<file path="src/rtl/xsp_pkg.sv">
package xsp_pkg;

  typedef enum logic [1:0] {
    ST_IDLE  = 2'd0,
    ST_BUSY  = 2'd1,
    ST_DRAIN = 2'd2
  } seqState_e;

  // strobes from control to datapath
  typedef struct packed {
    logic send;   // a link word is produced this cycle
    logic coded;  // two or more contenders are merged
  } linkStrobe_t;

endpackage

</file>
<file path="src/rtl/xsp_ctrl.sv">
module xsp_ctrl
  import xsp_pkg::*;
#(
  parameter int NUM_IN = 4
) (
  input  logic              clk,
  input  logic              rstN,
  input  logic [NUM_IN-1:0] inValid,
  output logic [NUM_IN-1:0] inAck,
  output logic [NUM_IN-1:0] liveMask,
  output linkStrobe_t       strb
);

  localparam int PW = (NUM_IN > 1) ? $clog2(NUM_IN) : 1;
  localparam int CW = $clog2(NUM_IN + 1);

  seqState_e         state;
  logic [NUM_IN-1:0] setMask;
  logic [PW-1:0]     rrPtr;

  logic [CW-1:0]     liveCount;
  logic              found;
  logic [PW-1:0]     winIdx;

  always_comb begin
    case (state)
      ST_IDLE: liveMask = inValid;
      ST_BUSY: liveMask = setMask & inValid;
      default: liveMask = '0;
    endcase
  end

  always_comb begin
    liveCount = '0;
    for (int i = 0; i < NUM_IN; i++) begin
      liveCount = liveCount + CW'(liveMask[i]);
    end
  end

  // round-robin search from the pointer upward
  always_comb begin
    found  = 1'b0;
    winIdx = '0;
    for (int k = 0; k < NUM_IN; k++) begin
      int idx;
      idx = int'(rrPtr) + k;
      if (idx >= NUM_IN) idx = idx - NUM_IN;
      if (!found && liveMask[idx]) begin
        found  = 1'b1;
        winIdx = idx[PW-1:0];
      end
    end
  end

  always_comb begin
    inAck = '0;
    if (found) inAck[winIdx] = 1'b1;
    strb.send  = found;
    strb.coded = (liveCount > CW'(1));
  end

  always_ff @(posedge clk) begin
    if (!rstN) begin
      state   <= ST_IDLE;
      setMask <= '0;
      rrPtr   <= '0;
    end else begin
      if (found) begin
        rrPtr <= (int'(winIdx) == NUM_IN - 1) ? '0 : winIdx + PW'(1);
      end
      case (state)
        ST_IDLE: begin
          if (strb.coded) begin
            state   <= ST_BUSY;
            setMask <= liveMask & ~inAck;
          end
        end
        ST_BUSY: begin
          if (strb.coded) begin
            setMask <= liveMask & ~inAck;
          end else begin
            setMask <= '0;
            state   <= found ? ST_DRAIN : ST_IDLE;
          end
        end
        default: begin
          state <= ST_IDLE;
        end
      endcase
    end
  end

  AST_ACK_ONEHOT: assert property (@(posedge clk) disable iff (!rstN)
    $onehot0(inAck));
  AST_ACK_VALID: assert property (@(posedge clk) disable iff (!rstN)
    (inAck & ~inValid) == '0);
  AST_HOLD_OFF: assert property (@(posedge clk) disable iff (!rstN)
    (state == ST_BUSY) |-> ((inAck & ~setMask) == '0));
  AST_DRAIN_QUIET: assert property (@(posedge clk) disable iff (!rstN)
    (state == ST_DRAIN) |-> (inAck == '0));

endmodule

</file>
<file path="src/rtl/xsp_dpath.sv">
module xsp_dpath
  import xsp_pkg::*;
#(
  parameter int NUM_IN = 4,
  parameter int FLIT_W = 16
) (
  input  logic                     clk,
  input  logic                     rstN,
  input  logic [NUM_IN*FLIT_W-1:0] inData,
  input  logic [NUM_IN-1:0]        liveMask,
  input  linkStrobe_t              strb,
  output logic                     linkValid,
  output logic                     linkCoded,
  output logic [FLIT_W-1:0]        linkData
);

  logic [FLIT_W-1:0] xorAcc;

  always_comb begin
    xorAcc = '0;
    for (int i = 0; i < NUM_IN; i++) begin
      if (liveMask[i]) xorAcc = xorAcc ^ inData[i*FLIT_W +: FLIT_W];
    end
  end

  always_ff @(posedge clk) begin
    if (!rstN) begin
      linkValid <= 1'b0;
      linkCoded <= 1'b0;
      linkData  <= '0;
    end else begin
      linkValid <= strb.send;
      linkCoded <= strb.send & strb.coded;
      linkData  <= xorAcc;
    end
  end

  AST_CODED_MULTI: assert property (@(posedge clk) disable iff (!rstN)
    strb.coded |-> ($countones(liveMask) >= 2));
  AST_SEQ_CONTINUES: assert property (@(posedge clk) disable iff (!rstN)
    (linkValid && linkCoded) |=> linkValid);

endmodule

</file>
<file path="src/rtl/xsp_decoder.sv">
module xsp_decoder #(
  parameter int FLIT_W = 16
) (
  input  logic              clk,
  input  logic              rstN,
  input  logic              linkValid,
  input  logic              linkCoded,
  input  logic [FLIT_W-1:0] linkData,
  output logic              outValid,
  output logic [FLIT_W-1:0] outData
);

  logic [FLIT_W-1:0] held;
  logic              heldOn;
  logic              heldLast;

  always_ff @(posedge clk) begin
    if (!rstN) begin
      held     <= '0;
      heldOn   <= 1'b0;
      heldLast <= 1'b0;
      outValid <= 1'b0;
      outData  <= '0;
    end else begin
      outValid <= 1'b0;
      if (heldLast) begin
        outValid <= 1'b1;
        outData  <= held;
        heldOn   <= 1'b0;
        heldLast <= 1'b0;
      end else if (linkValid) begin
        if (heldOn) begin
          outValid <= 1'b1;
          outData  <= held ^ linkData;
          held     <= linkData;
          heldLast <= !linkCoded;
        end else if (linkCoded) begin
          held   <= linkData;
          heldOn <= 1'b1;
        end else begin
          outValid <= 1'b1;
          outData  <= linkData;
        end
      end
    end
  end

  AST_GAP_AFTER_FINAL: assert property (@(posedge clk) disable iff (!rstN)
    heldLast |-> !linkValid);
  AST_PLAIN_PASS: assert property (@(posedge clk) disable iff (!rstN)
    (linkValid && !linkCoded && !heldOn) |=> (outValid && outData == $past(linkData)));
  AST_CODED_SILENT: assert property (@(posedge clk) disable iff (!rstN)
    (linkValid && linkCoded && !heldOn) |=> !outValid);

endmodule

</file>
<file path="src/rtl/xsp_port.sv">
module xsp_port
  import xsp_pkg::*;
#(
  parameter int NUM_IN = 4,
  parameter int FLIT_W = 16
) (
  input  logic                     clk,
  input  logic                     rstN,
  input  logic [NUM_IN-1:0]        inValid,
  input  logic [NUM_IN*FLIT_W-1:0] inData,
  output logic [NUM_IN-1:0]        inAck,
  output logic                     linkValid,
  output logic                     linkCoded,
  output logic [FLIT_W-1:0]        linkData,
  output logic                     outValid,
  output logic [FLIT_W-1:0]        outData
);

  linkStrobe_t       strb;
  logic [NUM_IN-1:0] liveMask;

  xsp_ctrl #(.NUM_IN(NUM_IN)) ctrl_i (
    .clk      (clk),
    .rstN     (rstN),
    .inValid  (inValid),
    .inAck    (inAck),
    .liveMask (liveMask),
    .strb     (strb)
  );

  xsp_dpath #(.NUM_IN(NUM_IN), .FLIT_W(FLIT_W)) dpath_i (
    .clk       (clk),
    .rstN      (rstN),
    .inData    (inData),
    .liveMask  (liveMask),
    .strb      (strb),
    .linkValid (linkValid),
    .linkCoded (linkCoded),
    .linkData  (linkData)
  );

  xsp_decoder #(.FLIT_W(FLIT_W)) dec_i (
    .clk       (clk),
    .rstN      (rstN),
    .linkValid (linkValid),
    .linkCoded (linkCoded),
    .linkData  (linkData),
    .outValid  (outValid),
    .outData   (outData)
  );

endmodule

</file>
<file path="config.mk">
export PLATFORM = sky130hd
export DESIGN_NAME = xsp_port
export DESIGN_NICKNAME = d
export VERILOG_FILES = /design/src/rtl/xsp_pkg.sv /design/src/rtl/xsp_ctrl.sv /design/src/rtl/xsp_dpath.sv /design/src/rtl/xsp_decoder.sv /design/src/rtl/xsp_port.sv
export SDC_FILE = /design/constraint.sdc
export NUM_CORES = 1
export LEC_CHECK = 0
export BUFFER_PORTS_ARGS = -buffer_cell sky130_fd_sc_hd__buf_2
export CAP_MARGIN = 10
export CORE_MARGIN = 5
export CORE_UTILIZATION = 53
export CTS_CLUSTER_DIAMETER = 60
export DETAILED_ROUTE_END_ITERATION = 7
export PLACE_DENSITY = 0.84
export SKIP_LAST_GASP = 1
export SLEW_MARGIN = 0
export SYNTH_ARGS = -nofsm -noshare
export SYNTH_HDL_FRONTEND = slang
export SYNTH_HIERARCHICAL = 1
export SYNTH_SLANG_ARGS = --single-unit
</file>
<file path="constraint.sdc">
create_clock -name clk -period 2.9 [get_ports clk]
set_clock_uncertainty 0.15 [all_clocks]
set_input_delay 0.58 -clock clk [delete_from_list [all_inputs] [get_ports clk]]
set_output_delay 0.58 -clock clk [all_outputs]
set_load 0.02 [all_outputs]
</file>
Word level (Yosys, flattened, before mapping)
Cells that the tools add are included.

cells by class
  multiplexer cells = 52
  bitwise gates (word level) = 12
  reduce and logical (&&, ||, !) cells = 18
  order comparisons = 11
  add/sub/neg operators = 11
  eq/ne operators = 5

operator list
  kind                     count
  $mux W16                 10
  $lt A32 B4 Y1 const B    4
  $mux W32                 4
  $ge A32 B4 Y1 const B    3
  $sub A32 B4 Y32 const B  3
  $xor A16 B16 Y16         4
  $mux W1                  19
  $mux W2                  8
  $pmux W4 S2              2
  $mux W4                  3
  $and A4 B4 Y4            2
  $bmux W1 S2              4
  $add A2 B2 Y3 const B    2
  $add A3 B1 Y3            2
  $reduce_and A2 Y1        3
  $reduce_bool A2 Y1       3
  $eq A2 B1 Y1 const B     2
  $logic_and A1 B1 Y1      4
  $logic_not A1 Y1         4
  $not A1 Y1               4
  $not A4 Y4               1
  $pmux W2 S2              1
  $reduce_or A4 Y1         1
  $sub A2 B3 Y4 const B    1
  15 further kinds         15

word-level totals
  register bits = 61
  output and inout port bits = 39
  input port bits = 70

Depth between registers and ports, before layout
Gate-level depths: netlist of run 1.

  word-level depth = 24
  depth in mapped cells = 9
  gate-level depth less buffers = 8

Cells and area by module
Netlist of run 1, hierarchy kept.

modules (own cells, without submodules)
  module       area each (um^2)  cells each  times used
  xsp_decoder  1798.0            215         1
  xsp_dpath    1426.4            157         1
  xsp_ctrl     631.9             78          1

Worst setup path after synthesis of run 1
OpenSTA, ideal clock, no wires.

  path kind = input-to-output
  from = input inValid[0]
  to = output inAck[0]
  data required time = 2.170 ns
  arrival time = 2.010 ns
  slack = 0.160 ns
  stages = 6
  cells stage by stage = nand2b_4 -> or3_1 -> nor3b_1 -> o32ai_1 -> ha_1 -> nor2b_1

between the ends
  cells in the longest elaborated chain, start to end = 20

RTL lines
  item                                                                RTL line        text
  from (decl)                                                         xsp_port.sv:9   input logic [NUM_IN-1:0] inValid,
  $and A4 B4 Y4                                                       xsp_ctrl.sv:28  ST_BUSY: liveMask = setMask & inValid;
  $pmux W4 S2 *                                                       xsp_ctrl.sv:26  case (state)
  $bmux W1 S2                                                         xsp_ctrl.sv:48  if (!found && liveMask[idx]) begin
  $mux W1 (not written as such) (2 in a row)                          xsp_ctrl.sv:48
  $mux W1                                                             xsp_ctrl.sv:48
  $logic_not A1 Y1                                                    xsp_ctrl.sv:48
  $logic_and A1 B1 Y1                                                 xsp_ctrl.sv:48
  $mux W1                                                             xsp_ctrl.sv:48
  [3 not listed]                                                      --
  $logic_not A1 Y1                                                    xsp_ctrl.sv:48
  $logic_and A1 B1 Y1                                                 xsp_ctrl.sv:48
  $mux W2                                                             xsp_ctrl.sv:48
  $lt A2 B3 Y1 (not written as such) or $ge A2 B1 Y1 (tied branches)  xsp_ctrl.sv:57  if (found) inAck[winIdx] = 1'b1;
  $logic_and A1 B1 Y1 (not written as such)                           xsp_ctrl.sv:57
  $mux W1 (not written as such)                                       xsp_ctrl.sv:57
  $demux W1 S2                                                        --
  $mux W4 *                                                           xsp_ctrl.sv:57
  to (decl)                                                           xsp_port.sv:11  output logic [NUM_IN-1:0] inAck,

Mark *: on every way between the ends. The rest lies on a longest branch, timed or not. The select of a mux whose other input is x is not followed.

Final worst setup path of run 1
  from = register ctrl_i.state[1]
  to = output inAck[2]

between the ends
  cells in the longest elaborated chain, start to end = 20

RTL lines
  item                                                                RTL line        text
  from (decl)                                                         xsp_ctrl.sv:17  seqState_e state;
  from (signal assigned)                                              xsp_ctrl.sv:83  state <= found ? ST_DRAIN : ST_IDLE;
  $eq A2 B1 Y1 or $logic_not A2 Y1 (tied branches)                    xsp_ctrl.sv:26
  $pmux W4 S2 *                                                       xsp_ctrl.sv:26
  $bmux W1 S2                                                         xsp_ctrl.sv:48
  $mux W1 (not written as such) (2 in a row)                          xsp_ctrl.sv:48
  $mux W1                                                             xsp_ctrl.sv:48
  $logic_not A1 Y1                                                    xsp_ctrl.sv:48
  $logic_and A1 B1 Y1                                                 xsp_ctrl.sv:48
  $mux W1                                                             xsp_ctrl.sv:48
  [3 not listed]                                                      --
  $logic_not A1 Y1                                                    xsp_ctrl.sv:48
  $logic_and A1 B1 Y1                                                 xsp_ctrl.sv:48
  $mux W2                                                             xsp_ctrl.sv:48
  $lt A2 B3 Y1 (not written as such) or $ge A2 B1 Y1 (tied branches)  xsp_ctrl.sv:57
  $logic_and A1 B1 Y1 (not written as such)                           xsp_ctrl.sv:57
  $mux W1 (not written as such)                                       xsp_ctrl.sv:57
  $demux W1 S2                                                        --
  $mux W4 *                                                           xsp_ctrl.sv:57

Marked as above.

==> key figures, run 1 <==
Synthesis
  • Netlist cell types: 51
  • Async set-reset flop share out of synthesis: 0%
  • Synth cell count leaders: 61 x dfxtp_1, 57 x nand2_1, 56 x a21oi_1, 29 x xnor2_1, 24 x inv_1
  • Mapped Area: between 3000 and 4000 µm²
  • Ys flop type: dfxtp_1
  • Synthesized flop and latch total: 61
  • Synth area leader: dfxtp_1
  • Syn nets: between 500 and 600
  • EDFF count, synth: 0
  • Syn avg cell area: approximately 8.6 µm²
  • Post-synth top area share: a little under a third
  • Most frequent cell after synthesis: dfxtp_1
  • Register area share after synthesis: 31.67%
  • Synthesized instance count: 450
  • Synth area leaders: dfxtp_1 32%, a21oi_1 7.3%, xnor2_1 6.6%
  • Yosys warnings: 6

Route
  • Final wirelength: between 9000 and 10000 µm
  • Via count: between 3k and 4k
  • Vias per cell: 5.322
  • TritonRoute pass-1 iters: 4
  • Average routed wire per standard cell: 14.40 µm
  • Remaining antenna violation count: 0
  • DRT iter0 DRCs: about 210
  • DRC Markers: 0

STA
  • Min Tclk post-route: ~2.9 ns
  • Hold Fails Final Rpt: 0
  • Setup_tns: 0 ns
  • Tcrit/Tclk final: 99.95%
  • Max Slew Vio Count: 0
  • Measured slew at the worst slew-check pin: between 0.7 and 0.8 ns
  • Fmax: between 300 and 400 MHz
  • RSZ-0062 raised after global routing: true
  • Final setup viols: 0
  • Slew HR: approximately half

Placement
  • GP Congestion: approximately 0.85
  • Dpl cells: about 640
  • Placed cell areas: around 4400 µm²
  • HPWL after DPL: 7008 µm
  • Number of port buffers: ~110

CTS
  • CTS tree: done
  • Max clock buf depth: 2
  • CTS buffer count: 9
  • Clk root buf: clkbuf_8
  • Clock transition at path regs: about 0.070 ns
  • # clock sinks: between 60 and 70
  • Worst-skew pair later-pin latency: ~0.34 ns
  • Htree depth: 3
  • Post-CTS Hold Fix Bufs: 0

Finish
  • Layout cells sized above 1: a little over a third
  • Layout area overhead: 22.00%
  • Filler-free cell count of the finished design: approximately 660
  • Nets: 629
  • Cell area after layout: 4705 µm²
  • Number of diodes: 0

Worst setup path
  • Max FO, Critical Path: 3
  • Worst Setup End Kind: primary output
  • Worst EP arrival: between 2 and 2.5 ns
  • WP data required: between 2 and 2.5 ns
  • Reg2Reg Setup Slack: approximately 0.38 ns
  • Critical path type: register to primary output
  • Crit path launch type: register
  • FF-to-FF path depth: 10

Global route
  • Pin count of the biggest net entering global routing: 33
  • Gr usage total: 22.33%
  • Initial antenna violation count: 0
  • Vias in the first global route: between 3k and 4k
  • First-pass GRT wire length: 16070 µm
  • Grt ovf: 0

Pwr
  • Worst-case vdd ir drop: 414.5 µV
  • P_leak: roughly 1.9 nW
  • Total power: around 4.2 mW
  • Cell area power density: a little under 900 nW/µm²

Min path
  • Hold path depth: 2
  • HP Class: register to register

Floorplan
  • Die width: between 90 and 100 µm
  • I/O pin count: 109
  • Core area: approximately 7000 µm²
  • Die Y: 95.30 µm
  • Die area: slightly above 9000 µm²
  • Initial Util: 53.74%
  • Cell Rows: 31

Status
  • Outcome: finished clean

Job
  • MaxCap Viol Count: 0
==> power by group <==
group | internal (mW) | leakage (nW) | switching (mW) | total [mW]
registers | 1.03 | 0.501 | 0.213 | 1.24
logic | 0.896 | 1.31 | 1.19 | 2.08
clock network | 0.486 | 0.102 | 0.347 | 0.833
==> layout by cell type, fill, tap and decap left out, types with 3 or more instances in the layout <==
cell type / synthesis / final
or2_0: 10 / 10
or4_1: 3 / 3
a21o_1: 3 / 3
nor2_1: 6 / 5
buf_2: 7 / 106
nand2_2: 3 / 3
o32ai_1: 8 / 7
or2_1: 6 / 6
a21oi_1: 56 / 56
nor2_2: 2 / 3
clkinvlp_4: 0 / 3
dfxtp_1: 61 / 57
nor2b_1: 6 / 6
o2111ai_1: 17 / 17
xnor2_1: 29 / 29
inv_1: 24 / 23
o21ai_0: 15 / 15
inv_2: 2 / 3
o21ai_1: 3 / 3
xor2_2: 10 / 10
nand2_1: 57 / 57
dfxtp_4: 0 / 3
nand2b_1: 7 / 7
buf_4: 4 / 19
ha_2: 0 / 4
nand3_1: 16 / 16
xnor2_2: 3 / 3
nand2_4: 10 / 10
xor2_1: 6 / 6
clkbuf_8: 0 / 9
and2_1: 18 / 18
o32ai_2: 9 / 10
==> cell type report <==
type / instances / area, µm²
Clock buffer: 9 / 123.9
Clock inverter: 7 / 100.1
Fill cell: 615 / 2471
Inverter: 26 / 97.59
Multi-Input combinational cell: 331 / 2352
Sequential cell: 61 / 1234
Tap cell: 99 / 123.9
Timing Repair Buffer: 125 / 673.1
==> flip-flops by register name, summed over array words and instances (netlist names) <==
signal and flops:
ctrl_i/state 2, ctrl_i/rrPtr 2, dec_i/outData 16, dpath_i/linkValid 1, dpath_i/linkCoded 1, ctrl_i/setMask 4, dpath_i/linkData 16, dec_i/held 16
dec_i/outValid 1, dec_i/heldOn 1, dec_i/heldLast 1
==> worst max-delay path, cell delays in order, from the launching register on <==
cell	delay, ns
dfxtp_4	0.35
nand2b_4	0.13
or3_4	0.36
nor3b_4	0.16
o32a_1	0.37
ha_2	0.19
nor2b_1	0.12
buf_2	0.15
==> repair_timing <==
item	4_1_cts	5_1_grt
pin swaps	3	4
setup buffers	1	3
gates resized for setup	10	11
setup endpoints to repair	4	4
==> routing by layer <==
metal	global-route usage, %	share of wire [%]	vias up
met1	28.45	43	1609
met2	37.26	48	140
met5	0	0	-
met3	4.893	7.0	18
met4	7.572	1.7	0
li1	-	-	1735
==> cell families after synthesis <==
family | share of synthesized area (%)
DFF | 31.67
xor gates and xnor gates | 13.43
and+or+nand+nor | 23.69
AOI/OAI and AO/OA | 20.80
adders and majority gates | 1.817
buffers and inverters | 8.599
==> worst paths after layout <==
path	to	start
setup reg to reg	ctrl_i/setMask[1]$_SDFFE_PN0P_	ctrl_i/state[0]$_SDFFE_PN0P_
setup / recovery	inAck[2]	ctrl_i/state[1]$_SDFFE_PN0P_
hold reg to reg	ctrl_i/setMask[1]$_SDFFE_PN0P_	ctrl_i/setMask[1]$_SDFFE_PN0P_
hold / removal	ctrl_i/setMask[1]$_SDFFE_PN0P_	ctrl_i/setMask[1]$_SDFFE_PN0P_
==> per-stage QoR <==
step,hold WS [ns],utilization (%),worst slack (ns)
2_1_floorplan,0.2767,-,0.1603
3_3_place_gp,0.2860,61.13,0.06689
3_5_place_dp,0.2964,61.13,0.02006
4_1_cts,0.3053,64.80,0.005516
5_1_grt,0.3236,65.56,-0.09413
6_report,0.3055,65.56,0.001444
Power figures use the tool's default switching activity.
==> run 2, diff against run 1 <==
--- a/config.mk
+++ b/config.mk
@@ -5,10 +5,12 @@
 export SDC_FILE = /design/constraint.sdc
 export NUM_CORES = 1
 export LEC_CHECK = 0
-export BUFFER_PORTS_ARGS = -buffer_cell sky130_fd_sc_hd__buf_2
+export BUFFER_PORTS_ARGS = -buffer_cell sky130_fd_sc_hd__clkbuf_2
 export CAP_MARGIN = 10
-export CORE_MARGIN = 5
-export CORE_UTILIZATION = 53
+export CELL_PAD_IN_SITES_DETAIL_PLACEMENT = 0
+export CELL_PAD_IN_SITES_GLOBAL_PLACEMENT = 1
+export CORE_MARGIN = 4
+export CORE_UTILIZATION = 39
 export CTS_CLUSTER_DIAMETER = 60
 export DETAILED_ROUTE_END_ITERATION = 7
 export PLACE_DENSITY = 0.84
==> key figures, run 2 (synthesis results as in run 1) <==
Worst setup path
  • Worst EP arrival: 2.16 ns (about the same)
  • Crit Reg-Reg Startpoint: ctrl_i/state[1]$_SDFFE_PN0P_
  • Crit path launch type: register
  • RR Endpoint: dpath_i/linkCoded$_SDFF_PN0_
  • FF-to-FF path depth: 8 (-2)
  • Worst Setup End Kind: primary output
  • Max FO, Critical Path: 5 (+2)
  • WP data required: 2.17 ns (about the same)
  • Critical path type: register to primary output
  • Reg2Reg Setup Slack: 0.44 ns (+0.06 ns)

Placement
  • Pre-CTS WS: 0.004147 ns (-0.01592 ns)
  • GP Congestion: 0.8825 (+3.8%)
  • Number of port buffers: 108 (unchanged)
  • HPWL after DPL: 7076 µm (+0.98%)
  • Dpl cells: 672 (+5.3%)

Min path
  • Hold path start: ctrl_i/setMask[3]$_SDFFE_PN0P_
  • HP Class: register to register
  • Hold path depth: 2 (unchanged)
  • Worst Hold End: ctrl_i/setMask[3]$_SDFFE_PN0P_

Finish
  • Nets: 629 (unchanged)
  • Layout area overhead: 22.62%
  • Layout cells sized above 1: 36.56% (+0.42 points)
  • Highest-count cells in the layout ignoring fill and taps: 104 x clkbuf_2, 57 x dfxtp_1, 56 x a21oi_1, 56 x nand2_1, 29 x xnor2_1
  • Top flop regs: dec_i/held x16, dec_i/outData x16, dpath_i/linkData x16
  • Layout Utilization: 48.82% (-17 points)
  • Number of diodes: 0 (unchanged)
  • Filler-free cell count of the finished design: 691 (+5.0%)
  • Filler cells: 946 (+54%)
  • Commonest non-fill, non-tap cell in the layout: clkbuf_2

Pwr
  • P_leak: 1.896 nW (-1.0%)
  • Worst-case vdd ir drop: 336.3 µV (-19%)
  • Cell area power density: 850.0 nW/µm² (-3.8%)
  • Total power: 4.019 mW (-3.3%)

CTS
  • Htree depth: 3 (unchanged)
  • Max clock buf depth: 2 (unchanged)
  • Post-CTS Hold Fix Bufs: 0 (unchanged)
  • Clock transition at path regs: 0.06 ns (about the same)
  • Worst-skew pair later-pin latency: 0.35 ns (about the same)
  • CTS tree: done
  • CTS buffer count: 9 (unchanged)
  • Clk root buf: clkbuf_8
  • # clock sinks: 61 (unchanged)

Floorplan
  • Cell Rows: 36 (+16%)
  • I/O pin count: 109 (unchanged)
  • Core area: 9684 µm² (+35%)
  • Die area: 11540 µm² (+27%)
  • Initial Util: 39.82% (-14 points)
  • Die Y: 107.4 µm (+13%)
  • Die width: 107.4 µm (+13%)

Global route
  • Initial antenna violation count: 0 (unchanged)
  • Vias in the first global route: 3359 (-3.5%)
  • Grt ovf: 0 (unchanged)
  • Pin count of the biggest net entering global routing: 33 (unchanged)
  • Gr usage total: 17.36% (-5.0 points)
  • First-pass GRT wire length: 16060 µm (about the same)

Route
  • Remaining antenna violation count: 0 (unchanged)
  • Final wirelength: 9538 µm (+0.65%)
  • DRC Markers: 0 (unchanged)
  • Via count: 3443 (-1.7%)
  • TritonRoute pass-1 iters: 4 (unchanged)
  • Vias per cell: 4.983 (-6.4%)
  • DRT iter0 DRCs: 173 (-17%)
  • Average routed wire per standard cell: 13.80 µm (-4.2%)

STA
  • RSZ-0062 raised after global routing: true
  • Slew HR: 47.86% (-1.7 points)
  • Final setup viols: 0 (unchanged)
  • Hold Fails Final Rpt: 0 (unchanged)
  • Max Slew Vio Count: 0 (unchanged)
  • Measured slew at the worst slew-check pin: 0.7822 ns (+0.02588 ns)
  • Worst hold margin: 0.3004 ns (-0.005109 ns)
  • Min Tclk post-route: 2.895 ns (-0.004037 ns)
  • Fmax: 345.5 MHz (+0.14%)
  • Tcrit/Tclk final: 99.81% (-0.14 points)
  • Final WS setup: 0.005481 ns (+0.004037 ns)

Job
  • MaxCap Viol Count: 0 (unchanged)

Status
  • Outcome: finished clean
[run 2: final cells by class]
type	count	area [µm²]	share of cell area (%)
sequential	61	1234	26.09
multi-input combinational	331	2382	50.38
clock inverter	4	25.02	0.5292
inverter	26	97.59	2.064
clock buffer	11	141.4	2.990
timing repair buffer	125	681.9	14.42
tap	133	166.4	3.519
[run 2: worst max-delay path, stage by stage (launching register included)]
cell and delay [ns]:
dfxtp_4 0.36, nand2b_4 0.14, or3_4 0.36, nor3b_4 0.16, o32ai_2 0.31, ha_2 0.23, nor2b_1 0.12, buf_4 0.14
[run 2: worst max path at each step]
stage                     to                          from  slack (ns)  cells after the start
global placement    inAck[1]                    inValid[0]        0.07                      8
floorplan           inAck[0]                    inValid[0]        0.16                      6
global route        inAck[1]  ctrl_i/state[1]$_SDFFE_PN0P_       -0.08                      7
detailed placement  inAck[0]                    inValid[0]       0.004                      8
CTS                 inAck[3]  ctrl_i/state[1]$_SDFFE_PN0P_       0.003                      7
finish              inAck[1]  ctrl_i/state[1]$_SDFFE_PN0P_       0.005                      7
[run 2: routing by layer]
layer	track usage, %	wire length [µm]
met5	0	0
met4	7.214	152
met3	3.479	599
met2	27.70	4457
met1	22.87	4329
[run 2: through the flow]
stage | cell area (µm²) | setup TNS, ns
floorplan | 3856 | 0
global placement | 4429 | 0
detailed placement | 4429 | 0
CTS | 4647 | 0
global route | 4728 | -0.2554
finish | 4728 | 0
[run 2: report_power, final]
part,internal [mW],total (mW),switching [mW]
sequential,1.03,1.26,0.233
clock,0.325,0.647,0.322
combinational,0.929,2.11,1.18
total,2.28,4.02,1.74
[run 2: what timing repair did]
action	4_1_cts	5_1_grt
pin swaps	3	3
buffers inserted	2	2
gates cloned	0	0
resized for setup	12	19
setup endpoints to repair	4	4
==> run 3, diff against run 2 <==
--- a/config.mk
+++ b/config.mk
@@ -5,15 +5,16 @@
 export SDC_FILE = /design/constraint.sdc
 export NUM_CORES = 1
 export LEC_CHECK = 0
+export ABC_AREA = 1
 export BUFFER_PORTS_ARGS = -buffer_cell sky130_fd_sc_hd__clkbuf_2
 export CAP_MARGIN = 10
 export CELL_PAD_IN_SITES_DETAIL_PLACEMENT = 0
 export CELL_PAD_IN_SITES_GLOBAL_PLACEMENT = 1
 export CORE_MARGIN = 4
-export CORE_UTILIZATION = 39
+export CORE_UTILIZATION = 32
 export CTS_CLUSTER_DIAMETER = 60
 export DETAILED_ROUTE_END_ITERATION = 7
-export PLACE_DENSITY = 0.84
+export PLACE_DENSITY = 0.79
 export SKIP_LAST_GASP = 1
 export SLEW_MARGIN = 0
 export SYNTH_ARGS = -nofsm -noshare
==> constraint.sdc (replaced) <==
create_clock -name clk -period 2.6 [get_ports clk]
set_clock_uncertainty 0.15 [all_clocks]
set_input_delay 0.52 -clock clk [delete_from_list [all_inputs] [get_ports clk]]
set_output_delay 0.52 -clock clk [all_outputs]
set_load 0.02 [all_outputs]
==> key figures, run 3 <==
Global route
  • Grt ovf: 0 (unchanged)
  • Initial antenna violation count: 0 (unchanged)
  • Vias in the first global route: 3875 (+15%)
  • Pin count of the biggest net entering global routing: 33 (unchanged)
  • First-pass GRT wire length: 18560 µm (+16%)
  • Gr usage total: 15.69% (-1.7 points)

Placement
  • GP Congestion: 0.7932 (-10%)
  • HPWL after DPL: 8289 µm (+17%)
  • Pre-CTS WS: -0.1451 ns (-0.1493 ns)
  • Number of port buffers: 108 (unchanged)

Synthesis
  • Simple-gate share of the synthesized area: 52.95% (+29 points)
  • Yosys warnings: 6 (unchanged)
  • Async set-reset flop share out of synthesis: 0% (unchanged)
  • Synthesized instance count: 699 (+55%)
  • Synth area leader: dfxtp_1
  • Proportion of synthesized area in mux cells: 0% (unchanged)
  • Synthesized flop and latch total: 61 (unchanged)
  • Largest family of logic cells by synthesized area: simple AND/OR/NAND/NOR gates
  • EDFF count, synth: 0 (unchanged)
  • Syn avg cell area: 5.950 µm² (-31%)
  • Post-synthesis xor/xnor area fraction: 0.8724% (-13 points)
  • Ys flop type: dfxtp_1
  • Synth area leaders: dfxtp_1 29%, nand2_1 25%, nand3_1 13%
  • Syn nets: 774 (+47%)
  • Synth cell count leaders: 278 x nand2_1, 106 x nand3_1, 82 x inv_1, 71 x nor2_1, 61 x dfxtp_1
  • Register area share after synthesis: 29.36% (-2.3 points)
  • Adder-cell share of the synthesized area: 1.685% (-0.13 points)
  • Post-synth top area share: 29.36% (-2.3 points)
  • Netlist cell types: 31 (-39%)
  • Mapped Area: 4159 µm² (+7.9%)
  • Most frequent cell after synthesis: nand2_1
  • Complex-gate fraction of the synthesized area: 1.354% (-19 points)

Floorplan
  • I/O pin count: 109 (unchanged)
  • Die area: 14890 µm² (+29%)
  • Die Y: 122.0 µm (+14%)
  • Initial Util: 32.82% (-7.0 points)
  • Die width: 122.0 µm (+14%)
  • Core area: 12670 µm² (+31%)
  • Cell Rows: 41 (+14%)

Job
  • MaxCap Viol Count: 0 (unchanged)

STA
  • Measured slew at the worst slew-check pin: 0.5488 ns (-0.2334 ns)
  • Min Tclk post-route: around 2.8 ns
  • Tcrit/Tclk final: 108.6%
  • Fmax: around 350 MHz
  • Hold Fails Final Rpt: 0 (unchanged)
  • RSZ-0062 raised after global routing: true
  • Setup_tns: -0.8336 ns (-0.8336 ns)
  • Max Slew Vio Count: 0 (unchanged)
  • Slew HR: 63.28% (+15 points)
  • Final WS setup: -0.2234 ns (-0.2289 ns)
  • Final setup viols: 4 (+4)

Worst setup path
  • Crit Reg-Reg Startpoint: ctrl_i/rrPtr[0]$_SDFFE_PN0P_
  • Worst Setup SP: ctrl_i/rrPtr[0]$_SDFFE_PN0P_
  • Worst EP arrival: 2.15 ns (about the same)
  • CP Cell Sequence: buf_6 > nand3_2 > nand3_1 > nand2_2 > nor4_4 > nand2b_4 > ha_1 > nand2_2 > inv_1 > clkbuf_8
  • WP data required: 1.93 ns (-0.24 ns)
  • Worst Setup End Kind: primary output
  • Critical path type: register to primary output
  • Slowest cell on crit path: dfxtp_4
  • Most frequent CP cell: nand2_2
  • Crit-path max cell delay: 0.48 ns (+0.12 ns)
  • Max FO, Critical Path: 8 (+3)
  • RR Endpoint: ctrl_i/setMask[0]$_SDFFE_PN0P_
  • Worst Setup EP: inAck[2]
  • FF-to-FF path depth: 12 (+4)
  • Crit path launch type: register
  • Reg2Reg Setup Slack: 0.34 ns (-0.10 ns)

Finish
  • Layout area overhead: 29.93%
  • Commonest non-fill, non-tap cell in the layout: nand2_1
  • Layout cells sized above 1: 27.70% (-8.9 points)
  • Top flop regs: dec_i/held x16, dec_i/outData x16, dpath_i/linkData x16
  • Filler cells: 1386 (+47%)
  • Highest-count cells in the layout ignoring fill and taps: 267 x nand2_1, 104 x clkbuf_2, 96 x nand3_1, 79 x inv_1, 67 x nor2_1
  • Nets: 888 (+41%)
  • Number of diodes: 0 (unchanged)

Pwr
  • Combinational Power Share: 59.1% (+6.6 points)
  • Total power: 6.906 mW (+72%)
  • Cell area power density: 1278 nW/µm² (+50%)
  • P_sw: 3.137 mW (+81%)
  • Sequential share of power: 23.4% (-8.0 points)
  • Clk pwr share: 17.5% (+1.4 points)
  • Sw Ratio: 45.42% (+2.2 points)
  • Internal: 3.769 mW (+65%)
  • P_leak: 3.008 nW (+59%)
  • Worst-case vdd ir drop: 680.1 µV (+100%)

CTS
  • Htree depth: 3 (unchanged)
  • Worst-skew pair later-pin latency: 0.33 ns (-0.02 ns)
  • CTS tree: done
  • CTS buffer count: 9 (unchanged)
  • Max clock buf depth: 2 (unchanged)
  • Post-CTS Hold Fix Bufs: 0 (unchanged)
  • # clock sinks: 61 (unchanged)
  • Clk root buf: clkbuf_16
  • Clock transition at path regs: 0.05 ns (about the same)

Route
  • Final wirelength: 11110 µm (+16%)
  • DRC Markers: 0 (unchanged)
  • Vias per cell: 4.237 (-15%)
  • DRT iter0 DRCs: 236 (+36%)
  • TritonRoute pass-1 iters: 4 (unchanged)
  • Via count: 4186 (+22%)
  • Average routed wire per standard cell: 11.24 µm (-19%)
  • Remaining antenna violation count: 0 (unchanged)

Status
  • Violated checks: negative setup slack
  • Outcome: finished with violations

Min path
  • HP Class: register to register
  • Hold path depth: 2 (unchanged)
## run 3: cell count changes after synthesis, sizes merged, moves of 18 or more
| cell | before | now |
|---|---|---|
| nand2 | 70 | 301 |
| nand3 | 16 | 108 |
| inv | 26 | 87 |
| xnor2 | 32 | 1 |
| nor2 | 8 | 80 |
| and2 | 18 | 0 |
| a21oi | 56 | 7 |
## run 3: worst max-delay path, delay by kind of cell (launching register included)
kind | cells | cell delay, ns
buf+inv | 3 | 0.33
fa+ha+maj | 1 | 0.15
flops | 1 | 0.48
simple gates | 6 | 0.86
## run 3: cells by family (layout without fill, tap and decap cells)
family / count (synthesis) / count (layout)
AND/OR/NAND/NOR: 505 / 505
flip-flops: 61 / 61
XOR/XNOR: 2 / 2
AO/OA/AOI/OAI: 9 / 9
adder cells (fa/ha/maj): 5 / 5
buffers and inverters: 117 / 234
## run 3: how the worst min path moves through the flow
stage / start / end / slack, ns
6_report: ctrl_i/setMask[1]$_SDFFE_PN0P_ / ctrl_i/setMask[1]$_SDFFE_PN0P_ / 0.31
5_1_grt: ctrl_i/setMask[1]$_SDFFE_PN0P_ / ctrl_i/setMask[1]$_SDFFE_PN0P_ / 0.33
4_1_cts: ctrl_i/setMask[1]$_SDFFE_PN0P_ / ctrl_i/setMask[1]$_SDFFE_PN0P_ / 0.31
3_5_place_dp: ctrl_i/setMask[1]$_SDFFE_PN0P_ / ctrl_i/setMask[1]$_SDFFE_PN0P_ / 0.31
3_3_place_gp: ctrl_i/setMask[1]$_SDFFE_PN0P_ / ctrl_i/setMask[1]$_SDFFE_PN0P_ / 0.30
2_1_floorplan: ctrl_i/setMask[0]$_SDFFE_PN0P_ / ctrl_i/setMask[0]$_SDFFE_PN0P_ / 0.29
## run 3: layout make-up
cell class	instances	area, µm²	area share, %
Clock inverter	1	30.03	0.5557
Inverter	87	331.6	6.136
Clock buffer	13	270.3	5.001
Timing Repair Buffer	133	785.8	14.54
Sequential cell	61	1234	22.83
Multi-Input combinational cell	521	2537	46.96
Tap cell	172	215.2	3.982
## run 3: through the flow
stage          hold slack (ns)  utilization [%]  cells  area (µm²)
2_1_floorplan           0.2937                -    699        4159
3_3_place_gp            0.3047            38.22    969        4843
3_5_place_dp            0.3063            38.22    969        4843
4_1_cts                 0.3145            42.13    984        5338
5_1_grt                 0.3314            42.65    988        5404
6_report                0.3122            42.65    988        5404
## run 3: power groups by stage
stage | sequential, mW | clock, mW | combinational, mW
CTS | 1.62 | 1.25 | 3.92
detailed placement | 1.58 | 0 | 3.55
global route | 1.67 | 1.28 | 4.58
floorplan | 1.79 | 0 | 2.40
finish | 1.62 | 1.21 | 4.08
global placement | 1.57 | 0 | 3.53
## run 3: layer usage
layer | vias to the layer above | wire length (µm) | global-route usage, % | share of wire, %
met5 | - | 0 | 0 | 0
met4 | 0 | 149 | 5.252 | 1.3
met3 | 10 | 512 | 3.110 | 4.6
met2 | 90 | 4883 | 24.83 | 44
met1 | 1716 | 5559 | 21.40 | 50
li1 | 2370 | - | - | -
## run 3: timing repair
action,4_1_cts,5_1_grt
endpoints found under the setup margin,4,4
buffers inserted,2,4
gates resized for setup,52,11
pin swaps,15,9
